==> src/rtl/pce_pkg.sv <==
`timescale 1ns/1ps
package pce_pkg;
  typedef enum logic [1:0] {
    PH_IDLE  = 2'd0,
    PH_ADDR  = 2'd1,
    PH_DATA  = 2'd2,
    PH_WRITE = 2'd3
  } phase_e;
endpackage

==> src/rtl/page_buffer.sv <==
`timescale 1ns/1ps
module page_buffer #(
  parameter int ADDR_W = 13,
  parameter int OFF_W  = 5,
  parameter int DATA_W = 8,
  localparam int PAGE   = 1 << OFF_W,
  localparam int PAGE_W = ADDR_W - OFF_W
) (
  input  logic              clk_i,
  input  logic              rst_ni,
  input  logic              load_i,
  input  logic [ADDR_W-1:0] addr_i,
  input  logic              push_i,
  input  logic [DATA_W-1:0] data_i,
  input  logic              clear_i,
  input  logic [OFF_W-1:0]  rd_off_i,
  output logic [PAGE_W-1:0] page_o,
  output logic [OFF_W-1:0]  start_off_o,
  output logic              rd_valid_o,
  output logic [DATA_W-1:0] rd_data_o
);
  logic [PAGE_W-1:0] page_q;
  logic [OFF_W-1:0]  start_q, wr_off_q;
  logic [PAGE-1:0]   valid_q;
  logic [DATA_W-1:0] mem_q [PAGE];

  always_ff @(posedge clk_i or negedge rst_ni) begin
    if (!rst_ni) begin
      page_q   <= '0;
      start_q  <= '0;
      wr_off_q <= '0;
    end else if (load_i) begin
      page_q   <= addr_i[ADDR_W-1:OFF_W];
      start_q  <= addr_i[OFF_W-1:0];
      wr_off_q <= addr_i[OFF_W-1:0];
    end else if (push_i) begin
      wr_off_q <= wr_off_q + OFF_W'(1);  // wraps inside the page
    end
  end

  for (genvar i = 0; i < PAGE; i++) begin : g_entry
    logic hit;
    assign hit = push_i && !load_i && (wr_off_q == OFF_W'(i));
    always_ff @(posedge clk_i or negedge rst_ni) begin
      if (!rst_ni) begin
        valid_q[i] <= 1'b0;
        mem_q[i]   <= '0;
      end else begin
        if (load_i || clear_i) valid_q[i] <= 1'b0;
        else if (hit)          valid_q[i] <= 1'b1;
        if (hit) mem_q[i] <= data_i;
      end
    end
  end

  assign page_o      = page_q;
  assign start_off_o = start_q;
  assign rd_valid_o  = valid_q[rd_off_i];
  assign rd_data_o   = mem_q[rd_off_i];

  assert_push_marks_valid_R2: assert property (@(posedge clk_i) disable iff (!rst_ni)
    (push_i && !load_i && !clear_i) |=> valid_q[$past(wr_off_q)]);
endmodule

==> src/rtl/cycle_timer.sv <==
`timescale 1ns/1ps
module cycle_timer #(
  parameter int CNT_W = 24
) (
  input  logic             clk_i,
  input  logic             rst_ni,
  input  logic             start_i,
  input  logic             kill_i,
  input  logic [CNT_W-1:0] len_i,
  output logic             run_o,
  output logic             last_o
);
  logic             run_q;
  logic [CNT_W-1:0] cnt_q, len_q;

  assign last_o = run_q && (({1'b0, cnt_q} + (CNT_W+1)'(1)) >= {1'b0, len_q});
  assign run_o  = run_q;

  always_ff @(posedge clk_i or negedge rst_ni) begin
    if (!rst_ni) begin
      run_q <= 1'b0;
      cnt_q <= '0;
      len_q <= '0;
    end else if (start_i) begin
      run_q <= 1'b1;
      cnt_q <= '0;
      len_q <= len_i;
    end else if (run_q) begin
      if (kill_i || last_o) run_q <= 1'b0;
      else                  cnt_q <= cnt_q + CNT_W'(1);
    end
  end

  assert_count_in_window_R4: assert property (@(posedge clk_i) disable iff (!rst_ni)
    (run_q && len_q != '0) |-> (cnt_q < len_q));
endmodule

==> src/rtl/write_sequencer.sv <==
`timescale 1ns/1ps
module write_sequencer #(
  parameter int ADDR_W = 13,
  parameter int OFF_W  = 5,
  parameter int DATA_W = 8,
  localparam int PAGE_W = ADDR_W - OFF_W
) (
  input  logic              clk_i,
  input  logic              rst_ni,
  input  logic              start_i,
  input  logic              run_i,
  input  logic              hold_i,
  input  logic [PAGE_W-1:0] page_i,
  input  logic [OFF_W-1:0]  start_off_i,
  input  logic              rd_valid_i,
  input  logic [DATA_W-1:0] rd_data_i,
  output logic [OFF_W-1:0]  rd_off_o,
  output logic              mem_we_o,
  output logic [ADDR_W-1:0] mem_addr_o,
  output logic [DATA_W-1:0] mem_wdata_o
);
  // extra top bit marks the page as fully scanned
  logic [OFF_W:0] scan_q;

  always_ff @(posedge clk_i or negedge rst_ni) begin
    if (!rst_ni)                       scan_q <= '0;
    else if (start_i)                  scan_q <= '0;
    else if (run_i && !scan_q[OFF_W])  scan_q <= scan_q + (OFF_W+1)'(1);
  end

  assign rd_off_o    = start_off_i + scan_q[OFF_W-1:0];
  assign mem_we_o    = run_i && !scan_q[OFF_W] && rd_valid_i && !hold_i;
  assign mem_addr_o  = {page_i, rd_off_o};
  assign mem_wdata_o = rd_data_i;

  assert_write_inside_cycle_R10: assert property (@(posedge clk_i) disable iff (!rst_ni)
    mem_we_o |-> (run_i && !start_i));
  assert_no_write_under_hold_R8: assert property (@(posedge clk_i) disable iff (!rst_ni)
    mem_we_o |-> !hold_i);
endmodule

==> src/rtl/page_commit_engine.sv <==
`timescale 1ns/1ps
module page_commit_engine
  import pce_pkg::*;
#(
  parameter int ADDR_W = 13,
  parameter int OFF_W  = 5,
  parameter int DATA_W = 8,
  parameter int CNT_W  = 24,
  localparam int PAGE_W = ADDR_W - OFF_W
) (
  input  logic              clk_i,
  input  logic              rst_ni,
  input  logic              addr_load_i,
  input  logic [ADDR_W-1:0] addr_i,
  input  logic              data_valid_i,
  input  logic [DATA_W-1:0] data_i,
  input  logic              commit_i,
  input  logic              wp_i,
  input  logic              lv_inhibit_i,
  input  logic [CNT_W-1:0]  cycle_len_i,
  output logic              busy_o,
  output logic              mem_we_o,
  output logic [ADDR_W-1:0] mem_addr_o,
  output logic [DATA_W-1:0] mem_wdata_o
);
  phase_e phase_q, phase_d;
  logic buf_load, buf_push, buf_clear, t_start, t_run, t_last, hold;
  logic [PAGE_W-1:0] page;
  logic [OFF_W-1:0]  start_off, rd_off;
  logic              rd_valid;
  logic [DATA_W-1:0] rd_data;

  assign hold = wp_i || lv_inhibit_i;

  always_comb begin
    phase_d   = phase_q;
    buf_load  = 1'b0;
    buf_push  = 1'b0;
    buf_clear = 1'b0;
    t_start   = 1'b0;
    if (phase_q == PH_WRITE) begin
      if (t_last || hold) begin
        phase_d   = PH_IDLE;
        buf_clear = 1'b1;
      end
    end else if (addr_load_i) begin
      buf_load = 1'b1;
      phase_d  = PH_ADDR;
    end else if (data_valid_i && phase_q != PH_IDLE) begin
      buf_push = 1'b1;
      if (wp_i) begin  // protect window opens on the first byte's capture clock
        buf_clear = 1'b1;
        phase_d   = PH_IDLE;
      end else begin
        phase_d   = PH_DATA;
      end
    end else if (phase_q == PH_DATA && wp_i) begin
      buf_clear = 1'b1;
      phase_d   = PH_IDLE;
    end else if (commit_i) begin
      if (phase_q == PH_DATA && !lv_inhibit_i) begin
        t_start = 1'b1;
        phase_d = PH_WRITE;
      end else begin
        buf_clear = 1'b1;
        phase_d   = PH_IDLE;
      end
    end
  end

  always_ff @(posedge clk_i or negedge rst_ni) begin
    if (!rst_ni) phase_q <= PH_IDLE;
    else         phase_q <= phase_d;
  end

  assign busy_o = (phase_q == PH_WRITE);

  page_buffer #(.ADDR_W(ADDR_W), .OFF_W(OFF_W), .DATA_W(DATA_W)) u_buf (
    .clk_i, .rst_ni,
    .load_i     (buf_load),
    .addr_i     (addr_i),
    .push_i     (buf_push),
    .data_i     (data_i),
    .clear_i    (buf_clear),
    .rd_off_i   (rd_off),
    .page_o     (page),
    .start_off_o(start_off),
    .rd_valid_o (rd_valid),
    .rd_data_o  (rd_data)
  );

  cycle_timer #(.CNT_W(CNT_W)) u_tmr (
    .clk_i, .rst_ni,
    .start_i(t_start),
    .kill_i (hold),
    .len_i  (cycle_len_i),
    .run_o  (t_run),
    .last_o (t_last)
  );

  write_sequencer #(.ADDR_W(ADDR_W), .OFF_W(OFF_W), .DATA_W(DATA_W)) u_seq (
    .clk_i, .rst_ni,
    .start_i    (t_start),
    .run_i      (t_run),
    .hold_i     (hold),
    .page_i     (page),
    .start_off_i(start_off),
    .rd_valid_i (rd_valid),
    .rd_data_i  (rd_data),
    .rd_off_o   (rd_off),
    .mem_we_o   (mem_we_o),
    .mem_addr_o (mem_addr_o),
    .mem_wdata_o(mem_wdata_o)
  );

  assert_phase_matches_timer_R4: assert property (@(posedge clk_i) disable iff (!rst_ni)
    busy_o == t_run);
  assert_page_frozen_in_cycle_R1: assert property (@(posedge clk_i) disable iff (!rst_ni)
    (busy_o && addr_load_i) |=> $stable(page));
  assert_hold_ends_cycle_R8: assert property (@(posedge clk_i) disable iff (!rst_ni)
    (busy_o && wp_i) |=> !busy_o);
  assert_low_supply_blocks_R9: assert property (@(posedge clk_i) disable iff (!rst_ni)
    (!busy_o && lv_inhibit_i) |=> !busy_o);
  assert_protect_discards_R7: assert property (@(posedge clk_i) disable iff (!rst_ni)
    (phase_q == PH_DATA && wp_i) |=> !busy_o);
  assert_empty_commit_R3: assert property (@(posedge clk_i) disable iff (!rst_ni)
    (phase_q != PH_DATA && !busy_o) |=> !busy_o);
endmodule

==> config.mk <==
export PLATFORM = sky130hd
export DESIGN_NAME = page_commit_engine
export DESIGN_NICKNAME = d
export VERILOG_FILES = /design/src/rtl/pce_pkg.sv /design/src/rtl/page_buffer.sv /design/src/rtl/cycle_timer.sv /design/src/rtl/write_sequencer.sv /design/src/rtl/page_commit_engine.sv
export SDC_FILE = /design/constraint.sdc
export NUM_CORES = 1
export LEC_CHECK = 0
export BUFFER_PORTS_ARGS = -buffer_cell sky130_fd_sc_hd__buf_2
export CAP_MARGIN = 25
export CORE_UTILIZATION = 65
export CTS_BUF_LIST = sky130_fd_sc_hd__clkbuf_4 sky130_fd_sc_hd__clkbuf_8
export DETAILED_ROUTE_END_ITERATION = 16
export PLACE_DENSITY = 0.83
export RECOVER_POWER = 25
export SLEW_MARGIN = 20
export SYNTH_ARGS = -nofsm -noshare
export SYNTH_HDL_FRONTEND = slang
export SYNTH_SLANG_ARGS = --single-unit
==> constraint.sdc <==
create_clock -name clk_i -period 9.5 [get_ports clk_i]
set_input_delay 1.9 -clock clk_i [delete_from_list [all_inputs] [get_ports clk_i]]
set_output_delay 1.9 -clock clk_i [all_outputs]
set_load 0.02 [all_outputs]
### After elaboration in Yosys (flattened, before gate mapping)

Cells that the tools add are included.

| storage, ports and cells | value |
|---|---|
| input port bits | 52 |
| word-level logic and storage cells | 309 |
| output and inout port bits | 23 |
| register bits | 363 |

| operators by class | value |
|---|---|
| reduce and logical (&&, ||, !) cells | 87 |
| bitwise operators | 1 |
| add/sub/neg operators | 5 |
| mux-type cells | 106 |
| eq/ne operators | 35 |
| order comparisons | 3 |

Operators with widths:

| operator | number |
|---|---|
| 2-to-1 mux 1 bit | 87 |
| equality test 5 bit, second input constant | 16 |
| 2-to-1 mux 24 bit | 3 |
| nonzero test 2 bit | 36 |
| binary-select mux 8 bit (select 5 bit) | 1 |
| equality test 5 x 4 -> 1 bit, second input constant | 8 |
| logical AND 1 bit | 40 |
| adder 24 x 1 -> 25 bit, second input constant | 1 |
| >= comparator 25 x 24 -> 1 bit | 1 |
| adder 24 x 1 -> 24 bit, second input constant | 1 |
| equality test 5 x 3 -> 1 bit, second input constant | 4 |
| 2-to-1 mux 2 bit | 8 |
| 2-to-1 mux 8 bit | 2 |
| 2-to-1 mux 6 bit | 2 |
| equality test 5 x 2 -> 1 bit, second input constant | 2 |
| 2-to-1 mux 5 bit | 2 |
| adder 6 x 1 -> 6 bit, second input constant | 1 |
| >= comparator 6 bit, second input constant | 1 |
| < comparator 5 x 6 -> 1 bit, second input constant | 1 |
| inverter 5 -> 6 bit | 1 |
| adder 5 x 1 -> 5 bit, second input constant | 1 |
| adder 5 bit | 1 |
| binary-select mux 1 bit (select 5 bit) | 1 |
| equality test 5 x 1 -> 1 bit, second input constant | 1 |
| 8 further kinds | 15 |

### Longest topological paths before layout

| logic depth | value |
|---|---|
| depth after elaboration | 10 |
| depth in mapped cells | 15 |
| mapped depth without buffers | 13 |

### Hierarchy

From an unflattened synthesis, not the netlist that was laid out.

| second synthesis, totals | value |
|---|---|
| cell total of the unflattened synthesis | 1315 |
| area total of the unflattened synthesis | 17953.5 sq um |

Modules (own cells, without submodules):

| module | sequential area each (sq um) | cells each | instances | area an instance (sq um) |
|---|---|---|---|---|
| page_buffer | 7657.3 | 866 | 1 | 13820.8 |
| cycle_timer | 1226.2 | 354 | 1 | 3283.1 |
| write_sequencer | 150.1 | 62 | 1 | 586.8 |
| page_commit_engine | 50.0 | 33 | 1 | 262.8 |

### Worst setup path after synthesis

OpenSTA, ideal clock, no wires.

| path | value |
|---|---|
| path kind | reg2out |
| start point | register u_seq.scan_q[0] |
| end point | output port mem_wdata_o[5] |
| stages on the path, launching flop included | 8 |
| buffers on the path | 2 |
| data arrival time | 2.972 ns |
| slack | 4.628 ns |
| data required time | 7.600 ns |
| path through | dfrtp_1 ha_1 fa_1 clkbuf_1 buf_1 mux4_2 mux4_2 mux2_2 |

| on the way | value |
|---|---|
| cells in the longest elaborated chain, start to end | 5 |

Ends and longest elaborated chain:

| element | line | text |
|---|---|---|
| from (decl) | write_sequencer.sv:23 | `logic [OFF_W:0] scan_q;` |
| from (signal assigned) | write_sequencer.sv:28 | `else if (run_i && !scan_q[OFF_W]) scan_q <= scan_q + (OFF_W+1)'(1);` |
| adder 5 bit | write_sequencer.sv:31 | `assign rd_off_o = start_off_i + scan_q[OFF_W-1:0];` |
| named net mem_addr_o[1] | page_commit_engine.sv:23 | `output logic [ADDR_W-1:0] mem_addr_o,` |
| inverter 5 -> 6 bit (implied by the code) | page_buffer.sv:59 | `assign rd_data_o = mem_q[rd_off_i];` |
| binary-select mux 8 bit (select 5 bit) | page_buffer.sv:59 |  |
| 2-to-1 mux 8 bit (implied by the code) (2 in series) | page_buffer.sv:59 |  |
| to (decl) | page_commit_engine.sv:24 | `output logic [DATA_W-1:0] mem_wdata_o` |

The timed path passes the listed nets, and every way through them passes these cells. The select of a mux whose other input is x is not followed.

### Worst setup path in the final report

| path | value |
|---|---|
| start point | register u_seq.scan_q[0] |
| end point | output port mem_wdata_o[7] |

| on the way | value |
|---|---|
| cells in the longest elaborated chain, start to end | 5 |

Ends and longest elaborated chain:

| element | line |
|---|---|
| adder 5 bit | write_sequencer.sv:31 |
| inverter 5 -> 6 bit (implied by the code) | page_buffer.sv:59 |
| binary-select mux 8 bit (select 5 bit) | page_buffer.sv:59 |
| 2-to-1 mux 8 bit (implied by the code) (2 in series) | page_buffer.sv:59 |

No other way between the ends. The select of a mux whose other input is x is not followed.

==> metrics <==
sequential cell area=0.00908 mm²; CTS buffer count=55; Leak=0.00955 µW; actual slew at the worst max-slew pin=3.65 ns; Avg Inst Size Synth=13.3 µm²; post-cts sizing count=0; starting density of the core=66.3%; ant diodes=0; Max Freq=165 MHz; Worst Hold Path EP=u_buf.page_o[5]$_DFFE_PN0P_; DRC viols=0; total negative slack=0 ns; post-synthesis sequential area ratio=51.0%; routability congestion estimate=0.827; CP max FO=45; fin area=0.0197 mm²; VDD IR-drop max=0.193 mV; synth unique cells=63; status=complete, but fails checks; # setup viols final=0; IO Pins=75; crit path launch type=flip-flop; worst setup margin=3.44 ns; Max Cap Viol=2; Synth Register Bits=363; clock sink count=363; DIE WIDTH=168 µm; most common cell after layout, fill and taps aside=dfrtp_1; largest net degree at the start of global routing=151; die area=0.0281 mm²; die height=168 µm; DP Area=0.0184 mm²; # rows=60; R2R cell count=13; HPWL after DPL=25.8 mm; Post-Synthesis Cell Area=0.0178 mm²; Final Hold Viols=0; layout cells sized above 1=41.0%; Tcrit/Tclk final=63.8%; PD cells=277 mW/mm²; initial antenna violation count=0; first-pass GRT wire length=67.4 mm; CP Data Required Time=7.60 ns; Top FF cell, synth=dfrtp_1; hold buffer count at cts=0; HP Class=reg -> reg; vias in the first global route=12200; RSZ-0062 raised after global routing=false; core area=0.0269 mm²; number of vias in the routed layout=11500; post-DR vias/cell=6.47; TritonCTS clock tree=built; skew final=0.0412 ns; Synthesized Nets=1427; Cells after Synth=1338; Final ANT Viol Nets=0; synth top area cells=dfrtp_1 51%, mux2_2 17%, mux4_2 11%; Async SR Flop Fraction=100%; Setup crit end kind=output port; Nets=1488; area fraction of the dominant cell type after synthesis=51.0%; Rel. slew slack=-144%; GR Overflow Total=0; Place WS=4.02 ns; # port buffers=74; clock period minus worst slack=6.06 ns; wire per inst=23.8 µm; DR iter-0 viols=840; H-tree Lvls=2; R2R Path End=u_tmr.cnt_q[10]$_DFFE_PN0P_; CP arrival=4.16 ns; most frequent cells in the layout=363 x dfrtp_1, 264 x mux2_2, 113 x nand2_1; postcts setup bufs=0; Layout Area Growth over Synthesis=10.6%; EDFF count, synth=0; reg2reg start=u_tmr.cnt_q[0]$_DFFE_PN0P_; Skew-Pair Late Insertion Delay=0.63 ns; clk slew on worst S/H paths=0.07 ns; CTS Buffer Depth=3; Fillers=1678; area of the multi-input gates=0.00824 mm²; DR pass1 iterations=5; Final Slew Violations=187; hold path start=u_buf.page_o[5]$_DFFE_PN0P_; CTS root buf=clkbuf_8; all-layer global routing usage=31.5%; Routed Wire Length=42.4 mm; YS warnings=0; Synth area leader=dfrtp_1; violated checks=max-capacitance violations, max-slew violations; WHS Path Cells=2; register-to-register setup slack=4.82 ns; Tot Pwr=5460 µW; crit path kind=reg -> out; worst hold slack=0.476 ns
==> cell usage after synthesis, types with 4 or more instances <==
cell type  number
xnor2_1        16
a31oi_1         6
mux2_2        264
nand2_1       113
nor2b_1         4
and2_1          5
mux2i_1         9
and3_1          5
dfrtp_1       363
buf_4           5
ha_1           36
nand4_1        11
buf_6           6
nor2_1         62
inv_1          32
nor3_1          7
nand3b_1        4
nor2_8          8
o21ai_0        65
a21oi_1        23
a31o_2          7
o31ai_1        12
nand3_1        17
nor2_2         22
xor2_1         18
or4_1           9
buf_2          12
clkbuf_1       53
mux4_2         88
nand2b_1        7
nor4_1          6
==> through the flow <==
step	util, %	cells
6_report	73.3	1784
5_1_grt	73.3	1784
4_1_cts	73.3	1783
3_5_place_dp	68.3	1682
3_3_place_gp	68.2	1681
2_1_floorplan	-	1338
==> worst max-delay path, stage by stage, from the launching register on <==
cell	delay [ns]
dfrtp_1	0.44
ha_4	0.67
buf_4	0.76
mux4_2	0.60
mux4_2	0.51
mux2_2	0.32
buf_2	0.17
==> cell families (layout without fill, tap and decap cells) <==
family | count (synthesis) | in the layout | share of synthesized area [%]
flip-flops | 363 | 363 | 51.0
buffers and inverters | 113 | 218 | 2.89
AO/OA/AOI/OAI | 130 | 130 | 4.42
multiplexers | 361 | 361 | 28.3
adder cells (fa/ha/maj) | 37 | 37 | 2.64
XOR/XNOR | 34 | 34 | 1.67
AND/OR/NAND/NOR | 300 | 300 | 9.03
==> where the power goes <==
part           total, µW  switching (µW)  internal (µW)  leakage (µW)
combinational       1750             832            914       0.00404
sequential          2210             254           1950       0.00480
clock               1510             627            881      0.000704
==> per-layer routing <==
| layer | global-route usage, % | wire [µm] |
|---|---|---|
| met2 | 53.4 | 21600 |
| met3 | 5.15 | 2240 |
| met1 | 39.2 | 16500 |
| met4 | 16.4 | 2050 |
| met5 | 0 | 0 |
==> state kept, by name, summed over array words and instances (netlist names) <==
signal and flops:
phase_q 2, u_buf.mem_q 256, u_tmr.run_o 1, u_buf.wr_off_q 5, u_tmr.len_q 24, u_buf.page_o 8
u_tmr.cnt_q 24, u_buf.valid_q 32, u_buf.start_off_o 5, u_seq.scan_q 6
==> worst max path at each step <==
stage	start	end	slack (ns)	depth (start not counted)
6_report	u_seq.scan_q[0]$_DFFE_PN0P_	mem_wdata_o[7]	3.44	6
5_1_grt	rst_ni	u_buf.mem_q[185]$_DFFE_PN0P_	3.15	2
4_1_cts	u_seq.scan_q[0]$_DFFE_PN0P_	mem_wdata_o[7]	3.35	6
3_5_place_dp	u_seq.scan_q[0]$_DFFE_PN0P_	mem_wdata_o[7]	4.02	6
3_3_place_gp	u_seq.scan_q[0]$_DFFE_PN0P_	mem_wdata_o[7]	4.10	6
2_1_floorplan	u_seq.scan_q[0]$_DFFE_PN0P_	mem_wdata_o[5]	4.63	7
==> cell type report <==
| type | count | share of cell area (%) |
|---|---|---|
| Tap cell | 341 | 2.17 |
| Sequential cell | 363 | 46.1 |
| Multi-Input combinational cell | 862 | 41.8 |
| Clock inverter | 12 | 0.934 |
| Clock buffer | 89 | 5.84 |
| Inverter | 33 | 0.629 |
| Timing Repair Buffer | 84 | 2.48 |
Power figures use the tool's default switching activity.
